==> src/rtl/dram_refresh_pkg.sv <==
package dram_refresh_pkg;

  // ceiling conversion, never below one cycle
  function automatic int unsigned ns2cyc(int unsigned ns, int unsigned clk_ns);
    int unsigned c;
    c = (ns + clk_ns - 1) / clk_ns;
    return (c == 0) ? 1 : c;
  endfunction

  function automatic int unsigned umax(int unsigned a, int unsigned b);
    return (a > b) ? a : b;
  endfunction

  typedef enum logic [1:0] {WV_IDLE, WV_SETUP, WV_ACTIVE, WV_PRECHG} wave_ph_e;

  typedef enum logic [2:0] {
    SQ_PAUSE, SQ_INIT, SQ_RUN, SQ_SR_PRE, SQ_SR_HOLD, SQ_SR_POST
  } seq_ph_e;

endpackage

==> src/rtl/refresh_pacer.sv <==
module refresh_pacer #(
  parameter int unsigned INTERVAL_CYC = 1560,
  parameter int unsigned MAX_PEND     = 8
) (
  input  logic clk_i,
  input  logic rst_ni,
  input  logic run_i,
  input  logic done_i,
  output logic pend_o
);
  localparam int unsigned TW = $clog2(INTERVAL_CYC + 1);
  localparam int unsigned PW = $clog2(MAX_PEND + 1);

  logic [TW-1:0] tmr_q;
  logic [PW-1:0] pend_q;
  logic          expire, inc, dec;

  assign expire = run_i && (tmr_q == '0);
  assign inc    = expire && (pend_q != PW'(MAX_PEND));
  assign dec    = done_i && (pend_q != '0);

  always_ff @(posedge clk_i or negedge rst_ni) begin
    if (!rst_ni) begin
      tmr_q  <= TW'(INTERVAL_CYC - 1);
      pend_q <= '0;
    end else if (!run_i) begin
      tmr_q  <= TW'(INTERVAL_CYC - 1);
      pend_q <= '0;
    end else begin
      // reload on every completed refresh as well as on expiry
      if (expire || done_i) tmr_q <= TW'(INTERVAL_CYC - 1);
      else                  tmr_q <= tmr_q - 1'b1;
      if (inc && !dec)      pend_q <= pend_q + 1'b1;
      else if (dec && !inc) pend_q <= pend_q - 1'b1;
    end
  end

  assign pend_o = (pend_q != '0);
endmodule

==> src/rtl/cbr_wave.sv <==
module cbr_wave
  import dram_refresh_pkg::*;
#(
  parameter int unsigned CSR_CYC  = 1,
  parameter int unsigned RAS_CYC  = 6,
  parameter int unsigned RP_CYC   = 4,
  parameter int unsigned RASS_CYC = 10000,
  parameter int unsigned RPS_CYC  = 11
) (
  input  logic clk_i,
  input  logic rst_ni,
  input  logic start_i,
  input  logic self_i,
  input  logic hold_i,
  output logic busy_o,
  output logic done_o,
  output logic ras_n_o,
  output logic cas_n_o
);
  localparam int unsigned CMAX = umax(umax(CSR_CYC, RAS_CYC), umax(umax(RP_CYC, RASS_CYC), RPS_CYC));
  localparam int unsigned CW   = $clog2(CMAX + 1);

  wave_ph_e      ph_q, ph_d;
  logic [CW-1:0] cnt_q, cnt_d;
  logic          slf_q, slf_d;
  logic          ras_n_q, cas_n_q;

  always_comb begin
    ph_d  = ph_q;
    cnt_d = cnt_q;
    slf_d = slf_q;
    unique case (ph_q)
      WV_IDLE: if (start_i) begin
        ph_d  = WV_SETUP;
        cnt_d = CW'(CSR_CYC - 1);
        slf_d = self_i;
      end
      WV_SETUP: if (cnt_q == '0) begin
        ph_d  = WV_ACTIVE;
        cnt_d = slf_q ? CW'(RASS_CYC - 1) : CW'(RAS_CYC - 1);
      end else cnt_d = cnt_q - 1'b1;
      WV_ACTIVE: if (cnt_q != '0) cnt_d = cnt_q - 1'b1;
      else if (!(slf_q && hold_i)) begin
        ph_d  = WV_PRECHG;
        cnt_d = slf_q ? CW'(RPS_CYC - 1) : CW'(RP_CYC - 1);
      end
      WV_PRECHG: if (cnt_q == '0) ph_d = WV_IDLE;
      else cnt_d = cnt_q - 1'b1;
      default: ph_d = WV_IDLE;
    endcase
  end

  // strobes registered from next phase: glitch-free pins aligned with phase
  always_ff @(posedge clk_i or negedge rst_ni) begin
    if (!rst_ni) begin
      ph_q    <= WV_IDLE;
      cnt_q   <= '0;
      slf_q   <= 1'b0;
      ras_n_q <= 1'b1;
      cas_n_q <= 1'b1;
    end else begin
      ph_q    <= ph_d;
      cnt_q   <= cnt_d;
      slf_q   <= slf_d;
      ras_n_q <= (ph_d != WV_ACTIVE);
      cas_n_q <= !((ph_d == WV_SETUP) || (ph_d == WV_ACTIVE));
    end
  end

  assign busy_o  = (ph_q != WV_IDLE);
  assign done_o  = (ph_q == WV_PRECHG) && (cnt_q == '0);
  assign ras_n_o = ras_n_q;
  assign cas_n_o = cas_n_q;
endmodule

==> src/rtl/dram_refresh_seq.sv <==
module dram_refresh_seq
  import dram_refresh_pkg::*;
#(
  parameter int unsigned CLK_NS          = 10,
  parameter int unsigned PAUSE_NS        = 200000,
  parameter int unsigned INTERVAL_NS     = 15600,
  parameter int unsigned INIT_REFRESHES  = 8,
  parameter int unsigned MAX_PEND        = 8,
  parameter bit          SELF_REFRESH_EN = 1'b1,
  parameter int unsigned T_CSR_NS        = 10,
  parameter int unsigned T_CHR_NS        = 10,
  parameter int unsigned T_RAS_NS        = 60,
  parameter int unsigned T_RP_NS         = 40,
  parameter int unsigned T_RPC_NS        = 5,
  parameter int unsigned T_RASS_NS       = 100000,
  parameter int unsigned T_RPS_NS        = 110
) (
  input  logic clk_i,
  input  logic rst_ni,
  input  logic sr_req_i,
  input  logic gnt_i,
  output logic req_o,
  output logic init_done_o,
  output logic drive_o,
  output logic ras_n_o,
  output logic cas_n_o,
  output logic we_n_o
);
  localparam int unsigned PAUSE_CYC    = ns2cyc(PAUSE_NS, CLK_NS);
  localparam int unsigned INTERVAL_CYC = (INTERVAL_NS / CLK_NS > 0) ? INTERVAL_NS / CLK_NS : 1;
  localparam int unsigned CSR_CYC      = ns2cyc(T_CSR_NS, CLK_NS);
  localparam int unsigned RAS_CYC      = umax(ns2cyc(T_RAS_NS, CLK_NS), ns2cyc(T_CHR_NS, CLK_NS));
  localparam int unsigned RP_CYC       = umax(ns2cyc(T_RP_NS, CLK_NS), ns2cyc(T_RPC_NS, CLK_NS));
  localparam int unsigned RASS_CYC     = umax(ns2cyc(T_RASS_NS, CLK_NS), RAS_CYC);
  localparam int unsigned RPS_CYC      = umax(ns2cyc(T_RPS_NS, CLK_NS), RP_CYC);
  localparam int unsigned PCW          = $clog2(PAUSE_CYC + 1);
  localparam int unsigned IW           = $clog2(INIT_REFRESHES + 1);

  seq_ph_e        seq_q;
  logic [PCW-1:0] pause_q;
  logic [IW-1:0]  init_q;
  logic           init_done_q;
  logic           sr_go, pend, need, start, busy, wave_done, self_sel;

  generate
    if (SELF_REFRESH_EN) begin : g_sr
      assign sr_go = sr_req_i;
    end else begin : g_no_sr
      assign sr_go = 1'b0;
    end
  endgenerate

  always_comb begin
    unique case (seq_q)
      SQ_PAUSE: need = 1'b0;
      SQ_RUN:   need = pend || sr_go;
      default:  need = 1'b1;
    endcase
  end

  // retention request pre-empts a pending refresh only between cycles
  assign start    = need && gnt_i && !busy && !((seq_q == SQ_RUN) && sr_go);
  assign self_sel = (seq_q == SQ_SR_HOLD);

  always_ff @(posedge clk_i or negedge rst_ni) begin
    if (!rst_ni) begin
      seq_q       <= SQ_PAUSE;
      pause_q     <= '0;
      init_q      <= '0;
      init_done_q <= 1'b0;
    end else begin
      unique case (seq_q)
        SQ_PAUSE:
          if (pause_q == PCW'(PAUSE_CYC - 1)) seq_q <= SQ_INIT;
          else pause_q <= pause_q + 1'b1;
        SQ_INIT:
          if (wave_done) begin
            if (init_q == IW'(INIT_REFRESHES - 1)) begin
              seq_q       <= SQ_RUN;
              init_done_q <= 1'b1;
            end else init_q <= init_q + 1'b1;
          end
        SQ_RUN:     if (sr_go && !busy) seq_q <= SQ_SR_PRE;
        SQ_SR_PRE:  if (wave_done) seq_q <= SQ_SR_HOLD;
        SQ_SR_HOLD: if (wave_done) seq_q <= SQ_SR_POST;
        SQ_SR_POST: if (wave_done) seq_q <= SQ_RUN;
        default:    seq_q <= SQ_PAUSE;
      endcase
    end
  end

  refresh_pacer #(
    .INTERVAL_CYC(INTERVAL_CYC),
    .MAX_PEND    (MAX_PEND)
  ) u_pacer (
    .clk_i (clk_i),
    .rst_ni(rst_ni),
    .run_i (init_done_q),
    .done_i(wave_done && !self_sel),
    .pend_o(pend)
  );

  cbr_wave #(
    .CSR_CYC (CSR_CYC),
    .RAS_CYC (RAS_CYC),
    .RP_CYC  (RP_CYC),
    .RASS_CYC(RASS_CYC),
    .RPS_CYC (RPS_CYC)
  ) u_wave (
    .clk_i  (clk_i),
    .rst_ni (rst_ni),
    .start_i(start),
    .self_i (self_sel),
    .hold_i (sr_req_i),
    .busy_o (busy),
    .done_o (wave_done),
    .ras_n_o(ras_n_o),
    .cas_n_o(cas_n_o)
  );

  assign req_o       = need || busy;
  assign drive_o     = busy;
  assign init_done_o = init_done_q;
  assign we_n_o      = 1'b1;
endmodule

==> config.mk <==
export PLATFORM = sky130hd
export DESIGN_NAME = dram_refresh_seq
export DESIGN_NICKNAME = d
export VERILOG_FILES = /design/src/rtl/dram_refresh_pkg.sv /design/src/rtl/refresh_pacer.sv /design/src/rtl/cbr_wave.sv /design/src/rtl/dram_refresh_seq.sv
export SDC_FILE = /design/constraint.sdc
export NUM_CORES = 1
export LEC_CHECK = 0
export BUFFER_PORTS_ARGS = -buffer_cell sky130_fd_sc_hd__buf_2
export CAP_MARGIN = 20
export CORE_ASPECT_RATIO = 0.7
export CORE_MARGIN = 5
export CORE_UTILIZATION = 60
export CTS_BUF_LIST = sky130_fd_sc_hd__clkbuf_2
export CTS_CLUSTER_DIAMETER = 50
export CTS_CLUSTER_SIZE = 30
export DETAILED_ROUTE_END_ITERATION = 16
export MAX_ROUTING_LAYER = met4
export PLACE_DENSITY = 0.77
export SYNTH_ARGS = -nofsm -noshare
export SYNTH_HDL_FRONTEND = slang
export SYNTH_SLANG_ARGS = --single-unit
==> constraint.sdc <==
create_clock -name clk_i -period 4.95 [get_ports clk_i]
set_clock_uncertainty 0.2 [all_clocks]
set_input_delay 0.495 -clock clk_i [delete_from_list [all_inputs] [get_ports clk_i]]
set_output_delay 0.495 -clock clk_i [all_outputs]
set_load 0.01 [all_outputs]
-- After elaboration in Yosys (flattened, before gate mapping)
Cells that the tools add are included.
- register bits after elaboration: 57
- bits of input ports: 4
- output and inout bits: 6
- logic and storage cells: 108
- $add $sub $neg: 6
- eq/ne operators: 25
- mux-type cells: 28
- bitwise logic cells: 2
- reduce and logical (&&, ||, !) cells: 36
- operators by type and width (kind ; count):
    two-way mux 14 bit ; 6
    one-hot mux 14 bit (4 select lines) ; 1
    two-way mux 11 bit ; 2
    two-way mux 3 bit ; 7
    != test 2 bit (second input constant) ; 9
    one-hot mux 3 bit (6 select lines) ; 1
    two-way mux 4 bit ; 4
    adder 15 x 1 -> 15 bit (second input constant) ; 1
    equality test 15 bit (second input constant) ; 1
    logical NOT 14 bit ; 1
    nonzero test 14 bit ; 1
    subtractor 14 x 1 -> 14 bit (second input constant) ; 1
    logical AND 1 bit ; 13
    logical NOT 11 bit ; 1
    subtractor 11 x 1 -> 11 bit (second input constant) ; 1
    two-way mux 2 bit ; 5
    AND reduction 3 bit ; 3
    adder 4 x 1 -> 4 bit (second input constant) ; 2
    one-hot mux 2 bit (4 select lines) ; 1
    AND reduction 7 bit ; 1
    equality test 2 bit (second input constant) ; 3
    equality test 3 x 2 -> 1 bit (second input constant) ; 2
    equality test 3 bit (second input constant) ; 2
    logical NOT 1 bit ; 6
    other kinds (16) ; 22

-- Longest topological paths before layout
Gate-level depths: netlist of run 1.
- depth in word-level cells: 11
- depth in mapped cells: 13

-- Cells and area by module
A second synthesis of run 1 with hierarchy kept.
- cell total of the unflattened synthesis: 369
- area total of the unflattened synthesis: 3513.4 um^2
- by module, submodules not included (module ; times used ; cells each ; area each (um^2) ; sequential area each (um^2)):
    cbr_wave ; 1 ; 160 ; 1410.1 ; 478.0
    dram_refresh_seq ; 1 ; 118 ; 1193.6 ; 575.6
    refresh_pacer ; 1 ; 91 ; 909.6 ; 382.9

-- Worst setup path after synthesis of run 1
Ideal clock, no wire load.
- kind: register -> register
- start point: register u_pacer.pend_q[1]
- end point: register u_pacer.pend_q[3]
- arrival: 2.395 ns
- data required time: 4.671 ns
- setup slack: 2.276 ns
- cell stages (with the launch flop): 11
- path buffers: 0
- clock period less this slack: 2.674 ns
- cells stage by stage: dfrtp_1 > nor4_1 > a21oi_1 > nand2_1 > nand4_1 > ha_1 > a21o_1 > a21oi_1 > nor2b_1 > a21oi_1 > mux2i_1
- cells in the longest elaborated chain, start to end: 6
- ends and longest elaborated chain (item ; line ; source):
    start, declared ; refresh_pacer.sv:15 ; logic [PW-1:0] pend_q;
    start signal, assigned ; refresh_pacer.sv:33 ; if (inc && !dec) pend_q <= pend_q + 1'b1;
    start signal, assigned ; refresh_pacer.sv:34 ; else if (dec && !inc) pend_q <= pend_q - 1'b1;
    branches (longest 6 deep; another with subtractor 4 x 1 -> 4 bit) ; - ;
Parallel ways; which one is timed is not known. The select of a mux whose other input is x is not followed.
A chain may end at the register's enable or synchronous reset.

-- Final worst setup path of run 1
Same ends and word-level chain as after synthesis.

==> results.md, run 1 <==
- Status: complete, no violations
- CTS tree: yes
- Overall Global Routing Usage: 20.1%
- GR Overflow Total: 0
- Drt wl/cell: 14.9 um
- Endpoint class of the critical path: flop
- Htree depth: 3
- Root Buffer: clkbuf_2
- TritonCTS Buffers: 9
- Maxcap violations: 0
- Leakage power figure: between 1.5 and 2 nW
- Startpoint types: flop
- Final max-slew violation count: 0
- Peak VDD IR: 0.000148 V
- Fin crit share: 63.6%
- Rows: 22
- CP Data Arrival Time: 3.35 ns
- Top cell family by delay on the critical path: simple AND/OR/NAND/NOR gates
- Worst Tran Pin Value: 0.989 ns
- Dominant synthesized flop cell: dfrtp_1
- Share of post-route cells with drive strength above 1: 12.7%
- RSZ-0062 raised after global routing: no
- Initial Utilization: 61.7%
- Core ar.: 0.00523 mm^2
- DR iter-0 viols: 216
- Filler instances: between 400 and 500
- Area of the multi-input gates: 0.00168 mm^2
- Final setup fails: 0
- Crit path kind: reg2reg
- Slowest cell delay on critical path: 0.87 ns
- Crit path top cell by count: a21oi_1
- DRC viols: 0
- Crit-path cells: nor4_1 > a21oi_1 > nand2_1 > nand4_1 > ha_1 > a21o_1 > a21oi_1 > nor2b_1 > a21oi_1 > mux2i_1
- CP Data Required Time: around 5.2 ns
- Port Buffer Count: 8
- Final wirelength: 6310 um
- Worst-path fanout max: 5
- I/O pin count: 10
- Mean post-synth cell area: 9.55 um^2
- Clock transition at path regs: 0.15 ns
- FF/Latch Area: 0.00144 mm^2
- Synth-to-Final Area Change: 6.98%
- Mapped Cells: 338
- Dpl cell area: around 0.0033 mm^2
- Setup_tns: 0 ns
- EDFF count, synth: 0
- Antenna fix cells: 0
- Place WS: ~1.9 ns
- DR pass1 iterations: 5
- Initial antenna violation count: 0
- Post-synthesis sequential area ratio: 44.5%
- Nets@finish: 361
- Vias in the first global route: around 2300
- Die height: 71.4 um
- Die footprint: about 0.0070 mm^2
- Bufs and invs on worst path: 0
- Headroom to the max-slew limit: about 33%
- Crit path max-delay cell type: nor4_1
- Via total after detailed routing: 2480
- Count of cell types in the netlist: 60
- Clock Sink Count: 57
- Post-DRT Antenna Nets: 0
- Max Clk Rate: 318 MHz
- Synth Net Count: around 350
- Die Span X: 97.7 um
- Hold Crit Class: in2reg
- Max clock buf depth: 2
- Commonest non-fill, non-tap cells in the layout: 49 x dfrtp_1, 37 x nand2_1, 33 x nor2_1
- Commonest non-fill, non-tap cell in the layout: dfrtp_1
- GP Congestion: 0.925
- Drt via density: 5.84
- Synthesized area: 0.00323 mm^2
- Final worst slack: 1.80 ns
- Ys async rst share: 100%
- PwrDens: between 200 and 250 mW/mm^2
- Fin. Hold Viols: 0
- #FFs+latches synth: 57
- Largest net degree at the start of global routing: 58
- Post-DP HPWL: 4490 um
- First-pass GRT wire length: 10900 um
- Clock Latency Late Sink: 0.47 ns
- Fin crit period: 3.15 ns
- Final Cell Area: approximately 0.0035 mm^2
- Yosys Warn Count: 0
[tightest hold or removal path: cells and delay by family]
| family | cells | cell delay, ns |
|---|---|---|
| compound gates | 1 | 0.11 |
| buf+inv | 1 | 0.13 |
| simple gates | 2 | 0.13 |
[synthesized netlist by cell type, types with 2 or more instances]
library cell / n / area share, %
nand4_1: 7 / 1.4
nor2b_1: 3 / 0.58
o2111ai_1: 4 / 1.1
nand2b_1: 7 / 1.4
and3_1: 7 / 1.4
o21ai_1: 2 / 0.31
dfrtp_1: 49 / 38
mux2i_1: 5 / 1.6
ha_1: 8 / 3.1
nor2_1: 33 / 3.8
o21ai_0: 14 / 2.2
nand3_1: 14 / 2.2
xnor2_1: 10 / 2.7
nand3b_1: 3 / 0.70
or4b_1: 2 / 0.62
o31ai_1: 6 / 1.4
inv_1: 18 / 2.1
a21oi_1: 14 / 2.2
nor3_1: 5 / 0.78
nor4_2: 3 / 1.2
buf_2: 3 / 0.46
o211ai_1: 2 / 0.46
dfstp_2: 8 / 6.5
a21boi_0: 2 / 0.46
or4_1: 4 / 0.93
nand2_1: 37 / 4.3
xor2_1: 23 / 6.2
and4_1: 5 / 1.4
clkbuf_1: 6 / 0.70
nor4_1: 4 / 0.78
[stage by stage]
stage | std cells | hold slack, ns | util, % | total power [W]
final | 425 | 0.235 | 66.0 | 0.000809
after detailed placement | 408 | 0.249 | 63.4 | 0.000487
after CTS | 425 | 0.206 | 66.0 | 0.000817
after global routing | 425 | 0.192 | 66.0 | 0.000849
after floorplan | 338 | -0.000591 | - | 0.000476
after global placement | 408 | 0.246 | 63.4 | 0.000487
[kinds of logic (layout without fill, tap and decap cells)]
| logic type | after synthesis | in the layout | share of synthesized area, % |
|---|---|---|---|
| simple gates | 145 | 145 | 24.3 |
| other cells | 1 | 1 | 0.116 |
| fa+ha+maj | 9 | 9 | 3.72 |
| compound gates | 57 | 57 | 12.4 |
| buf+inv | 29 | 44 | 3.60 |
| flops | 57 | 57 | 44.5 |
| xor+xnor | 33 | 33 | 8.95 |
| mux | 7 | 7 | 2.36 |
[where the power goes]
part	internal (W)	switching, W
registers	0.000466	0
clock network	0.000167	0.000164
logic	0.00000209	0.0000103
[registers in the layout (all words and copies together), names as in the netlist, 2 cells and up]
| signal | cells |
|---|---|
| u_wave.cnt_q | 14 |
| init_q | 4 |
| pause_q | 15 |
| u_pacer.pend_q | 4 |
| seq_q | 3 |
| u_wave.ph_q | 2 |
| u_pacer.tmr_q | 11 |
[worst paths after layout]
check                                               from                             to  slack (ns)  cells after the start
setup reg to reg           u_pacer.pend_q[1]$_DFFE_PN0P_  u_pacer.pend_q[3]$_DFFE_PN0P_        1.80                     10
setup / recovery           u_pacer.pend_q[1]$_DFFE_PN0P_  u_pacer.pend_q[3]$_DFFE_PN0P_        1.80                     10
min in group asynchronous                         rst_ni         pause_q[7]$_DFFE_PN0P_        0.48                      3
hold / removal                                  sr_req_i           seq_q[0]$_DFFE_PN0P_        0.23                      4
max in group asynchronous                         rst_ni         pause_q[1]$_DFFE_PN0P_        3.60                      3
hold reg to reg                    init_q[3]$_DFFE_PN0P_          init_q[3]$_DFFE_PN0P_        0.27                      1
[per-layer routing]
layer	track usage [%]	vias up	wire (um)
met3	4.67	10	348
met1	29.4	1196	3210
li1	-	1212	-
met2	27.1	62	2680
met4	7.22	0	72
met5	-	-	0
[final cells by class]
type,count,share of cell area (%)
well taps,72,2.61
multi-input cells,252,48.5
flip-flops and latches,57,41.6
clock inverters,5,2.07
inverters,18,1.96
clock buffers,11,1.59
repair buffers,10,1.67
[timing repair]
| action | CTS | global route |
|---|---|---|
| setup buffers | 0 | 0 |
| gates resized for setup | 0 | 0 |
| hold buffers | 1 | 0 |
| endpoints found under the hold margin | 49 | 0 |
No activity file was read; power rests on OpenSTA's default activity.
==> run 2: changes to the inputs <==
==> constraint.sdc (replaced) <==
create_clock -name clk_i -period 3 [get_ports clk_i]
set_clock_uncertainty 0.2 [all_clocks]
set_input_delay 0.3 -clock clk_i [delete_from_list [all_inputs] [get_ports clk_i]]
set_output_delay 0.3 -clock clk_i [all_outputs]
set_load 0.01 [all_outputs]
==> run 2 against run 1 <==
Effect of this change:
- worst hold slack got worse by 0.20 ns
- sequential cell count unchanged
- core utilization increased by 0.55 points
- via count increased by 3.2%
- design area increased by 0.83%
- setup slack got worse by 1.6 ns
- fmax increased by 13%
- clock power increased by 43%
- die area unchanged
- combinational power increased by 71%
- global-route usage increased by 2.3 points
==> results.md, run 2 (same netlist as run 1, synthesis figures left out) <==
- Rows: 22
- GP Congestion: 0.900
- Finished Core Util: 66.6%
- Share of post-route cells with drive strength above 1: between 10% and 20%
- DR pass1 iterations: 4
- Dpl cell area: 0.00337 mm^2
- Max clock buf depth: 2
- Initial antenna violation count: 0
- Commonest non-fill, non-tap cell in the layout: dfrtp_1
- Fin crit share: between 90% and 100%
- Htree depth: 3
- DRC viols: 0
- Final setup fails: 0
- First-pass GRT wire length: 12000 um
- Largest register FFs: 15
- Largest net degree at the start of global routing: 36
- Crit path max-delay cell type: or4b_2
- Biggest regs: pause_q: 15 flops, u_wave.cnt_q: 14 flops, u_pacer.tmr_q: 11 flops
- Crit-path cells: or4b_2 > and3_1 > nand4_1 > ha_1 > a21o_1 > a21oi_1 > nor2b_1 > a21oi_1 > mux2i_1
- Antenna fix cells: 0
- Final wirelength: 6950 um
- Drt wl/cell: about 16 um
- Area of the multi-input gates: 0.00168 mm^2
- Drt via density: 5.92
- RSZ-0062 raised after global routing: no
- Peak VDD IR: 0.000302 V
- Clock Sink Count: between 50 and 60
- Die height: 71.4 um
- Hold Crit Class: in2reg
- Headroom to the max-slew limit: between 50% and 60%
- Post-DP HPWL: ~5100 um
- Crit path kind: reg2reg
- I/O pin count: 10
- Die Span X: ~98 um
- Final worst slack: 0.227 ns
- GR Overflow Total: 0
- Maxcap violations: 0
- Fin crit period: about 2.8 ns
- FF/Latch Area: approximately 0.0014 mm^2
- Commonest non-fill, non-tap cells in the layout: 49 x dfrtp_1, 37 x nand2_1, 33 x nor2_1
- TritonCTS Buffers: 9
- Clock Latency Late Sink: approximately 0.48 ns
- Post-DRT Antenna Nets: 0
- Worst-path fanout max: 5
- Place WS: 0.282 ns
- Placed Instances: between 400 and 500
- Port Buffer Count: 8
- Via total after detailed routing: 2559
- Slowest cell delay on critical path: roughly 0.70 ns
- Overall Global Routing Usage: 22.3%
- Nets@finish: between 300 and 400
- Fin cells: 432
- Core ar.: ~0.0052 mm^2
- Status: complete, no violations
- Root Buffer: clkbuf_2
- DR iter-0 viols: 196
- Endpoint class of the critical path: flop
- Clock transition at path regs: 0.16 ns
- Initial Utilization: 61.7%
- CP Data Arrival Time: 2.98 ns
- Biggest register: pause_q
- Filler instances: 443
- CP Data Required Time: 3.21 ns
- PwrDens: between 300 and 400 mW/mm^2
- Leakage power figure: 1.55 nW
- Final max-slew violation count: 0
- Worst Tran Pin Value: 0.649 ns
- Synth-to-Final Area Change: 7.87%
- Setup_tns: 0 ns
- Crit path top cell by count: a21oi_1
- Fin. Hold Viols: 0
- Vias in the first global route: 2522
- Final Cell Area: ~0.0035 mm^2
- CTS tree: yes
- Max Clk Rate: 361 MHz
- Die footprint: 0.00697 mm^2
- Startpoint types: flop
-- run 2: stage by stage --
step	total power [W]	hold WS, ns
3_5_place_dp	0.000804	0.119
3_3_place_gp	0.000804	0.116
4_1_cts	0.00127	0.0111
6_report	0.00126	0.0350
2_1_floorplan	0.000786	-0.196
5_1_grt	0.00132	0.00812
-- run 2: repair_timing --
action	CTS	global route
hold buffers	1	0
hold endpoints to repair	22	0
setup buffers	0	0
gates resized for setup	0	0
-- run 2: power by group --
part	leakage, nW	internal (W)	total [W]	switching, W
logic	0.768	0.00000344	0.0000212	0.0000177
clock network	0.0708	0.000192	0.000473	0.000281
registers	0.708	0.000769	0.000769	0
total	1.55	0.000965	0.00126	0.000299
-- run 2: per-layer routing --
| layer | vias up | track usage [%] | routed length, um |
|---|---|---|---|
| li1 | 1229 | - | - |
| met1 | 1236 | 31.6 | 3410 |
| met2 | 82 | 31.3 | 3000 |
| met3 | 12 | 5.45 | 414 |
| met4 | 0 | 8.14 | 123 |
| met5 | - | - | 0 |
-- run 2: critical path: cells and delay by family (launching register included) --
family,cells,cell delay [ns]
simple gates,4,1.10
compound gates,3,0.53
flops,1,0.46
fa+ha+maj,1,0.24
mux,1,0.19
-- run 2: final cells by class --
class | instances | share of cell area (%)
sequential | 57 | 41.3
clock buffer | 11 | 1.58
clock inverter | 5 | 1.37
inverter | 18 | 1.94
tap | 72 | 2.59
timing repair buffer | 17 | 3.16
multi-input combinational | 252 | 48.1
-- run 2: final timing paths --
kind	slack [ns]	from	cells past startpoint	end
setup reg to reg	0.23	u_pacer.pend_q[1]$_DFFE_PN0P_	9	u_pacer.pend_q[3]$_DFFE_PN0P_
setup / recovery	0.23	u_pacer.pend_q[1]$_DFFE_PN0P_	9	u_pacer.pend_q[3]$_DFFE_PN0P_
hold / removal	0.04	sr_req_i	4	seq_q[0]$_DFFE_PN0P_
hold reg to reg	0.27	init_q[3]$_DFFE_PN0P_	1	init_q[3]$_DFFE_PN0P_
min in group asynchronous	0.12	rst_ni	2	u_wave.cnt_q[4]$_DFFE_PN0P_
max in group asynchronous	1.57	rst_ni	3	u_wave.ras_n_o$_DFF_PN1_
==> run 3: changes to the inputs <==
--- a/config.mk
+++ b/config.mk
@@ -7,15 +7,15 @@
 export LEC_CHECK = 0
 export BUFFER_PORTS_ARGS = -buffer_cell sky130_fd_sc_hd__buf_2
 export CAP_MARGIN = 20
-export CORE_ASPECT_RATIO = 0.7
 export CORE_MARGIN = 5
 export CORE_UTILIZATION = 60
 export CTS_BUF_LIST = sky130_fd_sc_hd__clkbuf_2
 export CTS_CLUSTER_DIAMETER = 50
-export CTS_CLUSTER_SIZE = 30
+export CTS_CLUSTER_SIZE = 28
 export DETAILED_ROUTE_END_ITERATION = 16
 export MAX_ROUTING_LAYER = met4
 export PLACE_DENSITY = 0.77
+export SETUP_SLACK_MARGIN = 0.1
 export SYNTH_ARGS = -nofsm -noshare
 export SYNTH_HDL_FRONTEND = slang
 export SYNTH_SLANG_ARGS = --single-unit
==> run 3 against run 2 <==
Effect of this change:
- power rose by 0.87%
- first-iteration DRC count fell by 5.1%
- register-to-register slack improved by 0.06 ns
- fmax rose by 2.2%
- final cell count rose by 0.23%
- non-clock buffer count rose by 3
- clock power rose by 2%
- via count fell by 1.1%
- sequential share of layout area fell by 0.63 points
- design area rose by 1.5%
- sequential power barely moved
- critical path depth did not move
==> results.md, run 3 (same netlist as run 1, synthesis figures left out) <==
- Status: complete, no violations
- Via total after detailed routing: 2531
- I/O pin count: 10
- Htree depth: 3
- Switching Share: 24.3%
- Share of post-route cells with drive strength above 1: 16.0%
- Crit-path cells: or4b_2 > and3_1 > nand4_1 > ha_1 > a21o_1 > a21oi_1 > and4b_1 > a21oi_2 > mux2i_1
- Headroom to the max-slew limit: between 50% and 60%
- Post-DP HPWL: 4590 um
- GP Congestion: 0.908
- Antenna fix cells: 0
- Combinational share of power: between 1.5 and 2%
- Drt wl/cell: 15.1 um
- Overall Global Routing Usage: 20.4%
- Crit path max-delay cell type: or4b_2
- Commonest non-fill, non-tap cell in the layout: dfrtp_1
- Leakage power figure: 1.56 nW
- Crit path kind: reg2reg
- DR iter-0 viols: 186
- Final wirelength: 6540 um
- TritonCTS Buffers: 9
- Die footprint: 0.00695 mm^2
- Placed Instances: 414
- Endpoint class of the critical path: flop
- Clock Sink Count: 57
- Peak VDD IR: 0.000322 V
- Switching Power: 0.000309 W
- CTS tree: yes
- Register-to-Register Path Depth: 9
- WHS Path Cells: 3
- Sequential Power Share: between 60% and 70%
- Max clock buf depth: 2
- Fin crit share: 90.4%
- Core ar.: 0.00517 mm^2
- Nets@finish: 371
- Vias in the first global route: 2406
- Rows: 26
- Die Span X: roughly 83 um
- Initial Utilization: between 60 and 70%
- Commonest non-fill, non-tap cells in the layout: 49 x dfrtp_1, 37 x nand2_1, 32 x nor2_1
- DR pass1 iterations: 5
- Biggest regs: pause_q: 15 flops, u_wave.cnt_q: 14 flops, u_pacer.tmr_q: 11 flops
- GR Overflow Total: 0
- Fin cells: about 430
- Maxcap violations: 0
- Port Buffer Count: 8
- Fin. Hold Viols: 0
- Setup_tns: 0 ns
- Clock Latency Late Sink: ~0.5 ns
- Power share of the clock group: 37.9%
- Fin crit period: between 2 and 3 ns
- Worst-path fanout max: 4
- Final setup fails: 0
- Root Buffer: clkbuf_2
- Slowest cell delay on critical path: between 0.6 and 0.7 ns
- Power, Total: approximately 0.0013 W
- Startpoint types: flop
- Post-DRT Antenna Nets: 0
- Largest register FFs: 15
- Initial antenna violation count: 0
- RSZ-0062 raised after global routing: no
- Max Clk Rate: 369 MHz
- Final max-slew violation count: 0
- PwrDens: 360 mW/mm^2
- First-pass GRT wire length: 11200 um
- Synth-to-Final Area Change: 9.53%
- Clock transition at path regs: 0.16 ns
- Worst Tran Pin Value: between 0.6 and 0.7 ns
- Biggest register: pause_q
- Int Pwr: just under 0.001 W
- Hold Crit Class: in2reg
- CP Data Required Time: 3.19 ns
- CP Data Arrival Time: 2.90 ns
- Drt via density: 5.85
- DRC viols: 0
- Die height: between 80 and 90 um
- Largest net degree at the start of global routing: 39
run 3: cell types whose count changed in the layout (fill, tap and decap cells not counted), sizes merged:
cell | previous run | this run
clkinvlp | 0 | 1
buf | 16 | 18
dlygate4sd3 | 1 | 2
clkbuf | 11 | 10
run 3: metal layers:
metal | share of wire [%] | vias to the layer above | track usage, %
met4 | 1.5 | 0 | 6.54
met5 | 0 | - | -
met3 | 5.9 | 10 | 5.94
met1 | 47 | 1212 | 26.4
li1 | - | 1238 | -
met2 | 46 | 71 | 30.9
run 3: metrics by stage:
step | hold slack (ns) | utilization (%) | worst slack [ns] | instance area (um^2)
global route | 0.0418 | 68.4 | 0.135 | 3540
finish | 0.0541 | 68.4 | 0.287 | 3540
floorplan | -0.196 | - | 0.326 | 3230
CTS | 0.0155 | 67.8 | 0.266 | 3500
detailed placement | 0.0773 | 65.2 | 0.302 | 3370
global placement | 0.0680 | 65.2 | 0.348 | 3370
run 3: final timing paths:
kind / from / to / slack [ns]
worst max-delay path: u_pacer.pend_q[1]$_DFFE_PN0P_ / u_pacer.pend_q[3]$_DFFE_PN0P_ / 0.29
max in group asynchronous: rst_ni / u_pacer.tmr_q[7]$_DFF_PN0_ / 1.67
worst min-delay path: gnt_i / u_wave.slf_q$_DFFE_PN0P_ / 0.05
worst min register to register: pause_q[14]$_DFFE_PN0P_ / pause_q[14]$_DFFE_PN0P_ / 0.28
worst max register to register: u_pacer.pend_q[1]$_DFFE_PN0P_ / u_pacer.pend_q[3]$_DFFE_PN0P_ / 0.29
min in group asynchronous: rst_ni / seq_q[0]$_DFFE_PN0P_ / 0.07
run 3: critical path, delay by kind of cell (launching register included):
family	cells	cell delay, ns
simple gates	4	1.23
flops	1	0.44
compound gates	3	0.39
fa+ha+maj	1	0.24
mux	1	0.12
run 3: area by class of cell:
class                           instances  area, um^2
Inverter                               18        67.6
Sequential cell                        57        1440
Fill cell                             411        1640
Timing Repair Buffer                   20         135
Clock buffer                           10        50.0
Tap cell                               70        87.6
Multi-Input combinational cell        252        1700
Clock inverter                          6        60.1
run 3: repair_timing:
action                     CTS  global route
buffers inserted             0             1
hold buffers                 2             0
hold endpoints to repair    20             0
gates resized for setup      0             4
setup endpoints to repair    0             1
run 3: power groups by stage:
stage	Combinational [W]	Clock (W)	Sequential (W)
after floorplan	0.00000238	0	0.000783
after global routing	0.0000258	0.000537	0.000770
after global placement	0.0000202	0	0.000783
after detailed placement	0.0000209	0	0.000783
after CTS	0.0000229	0.000501	0.000770
final	0.0000219	0.000483	0.000769
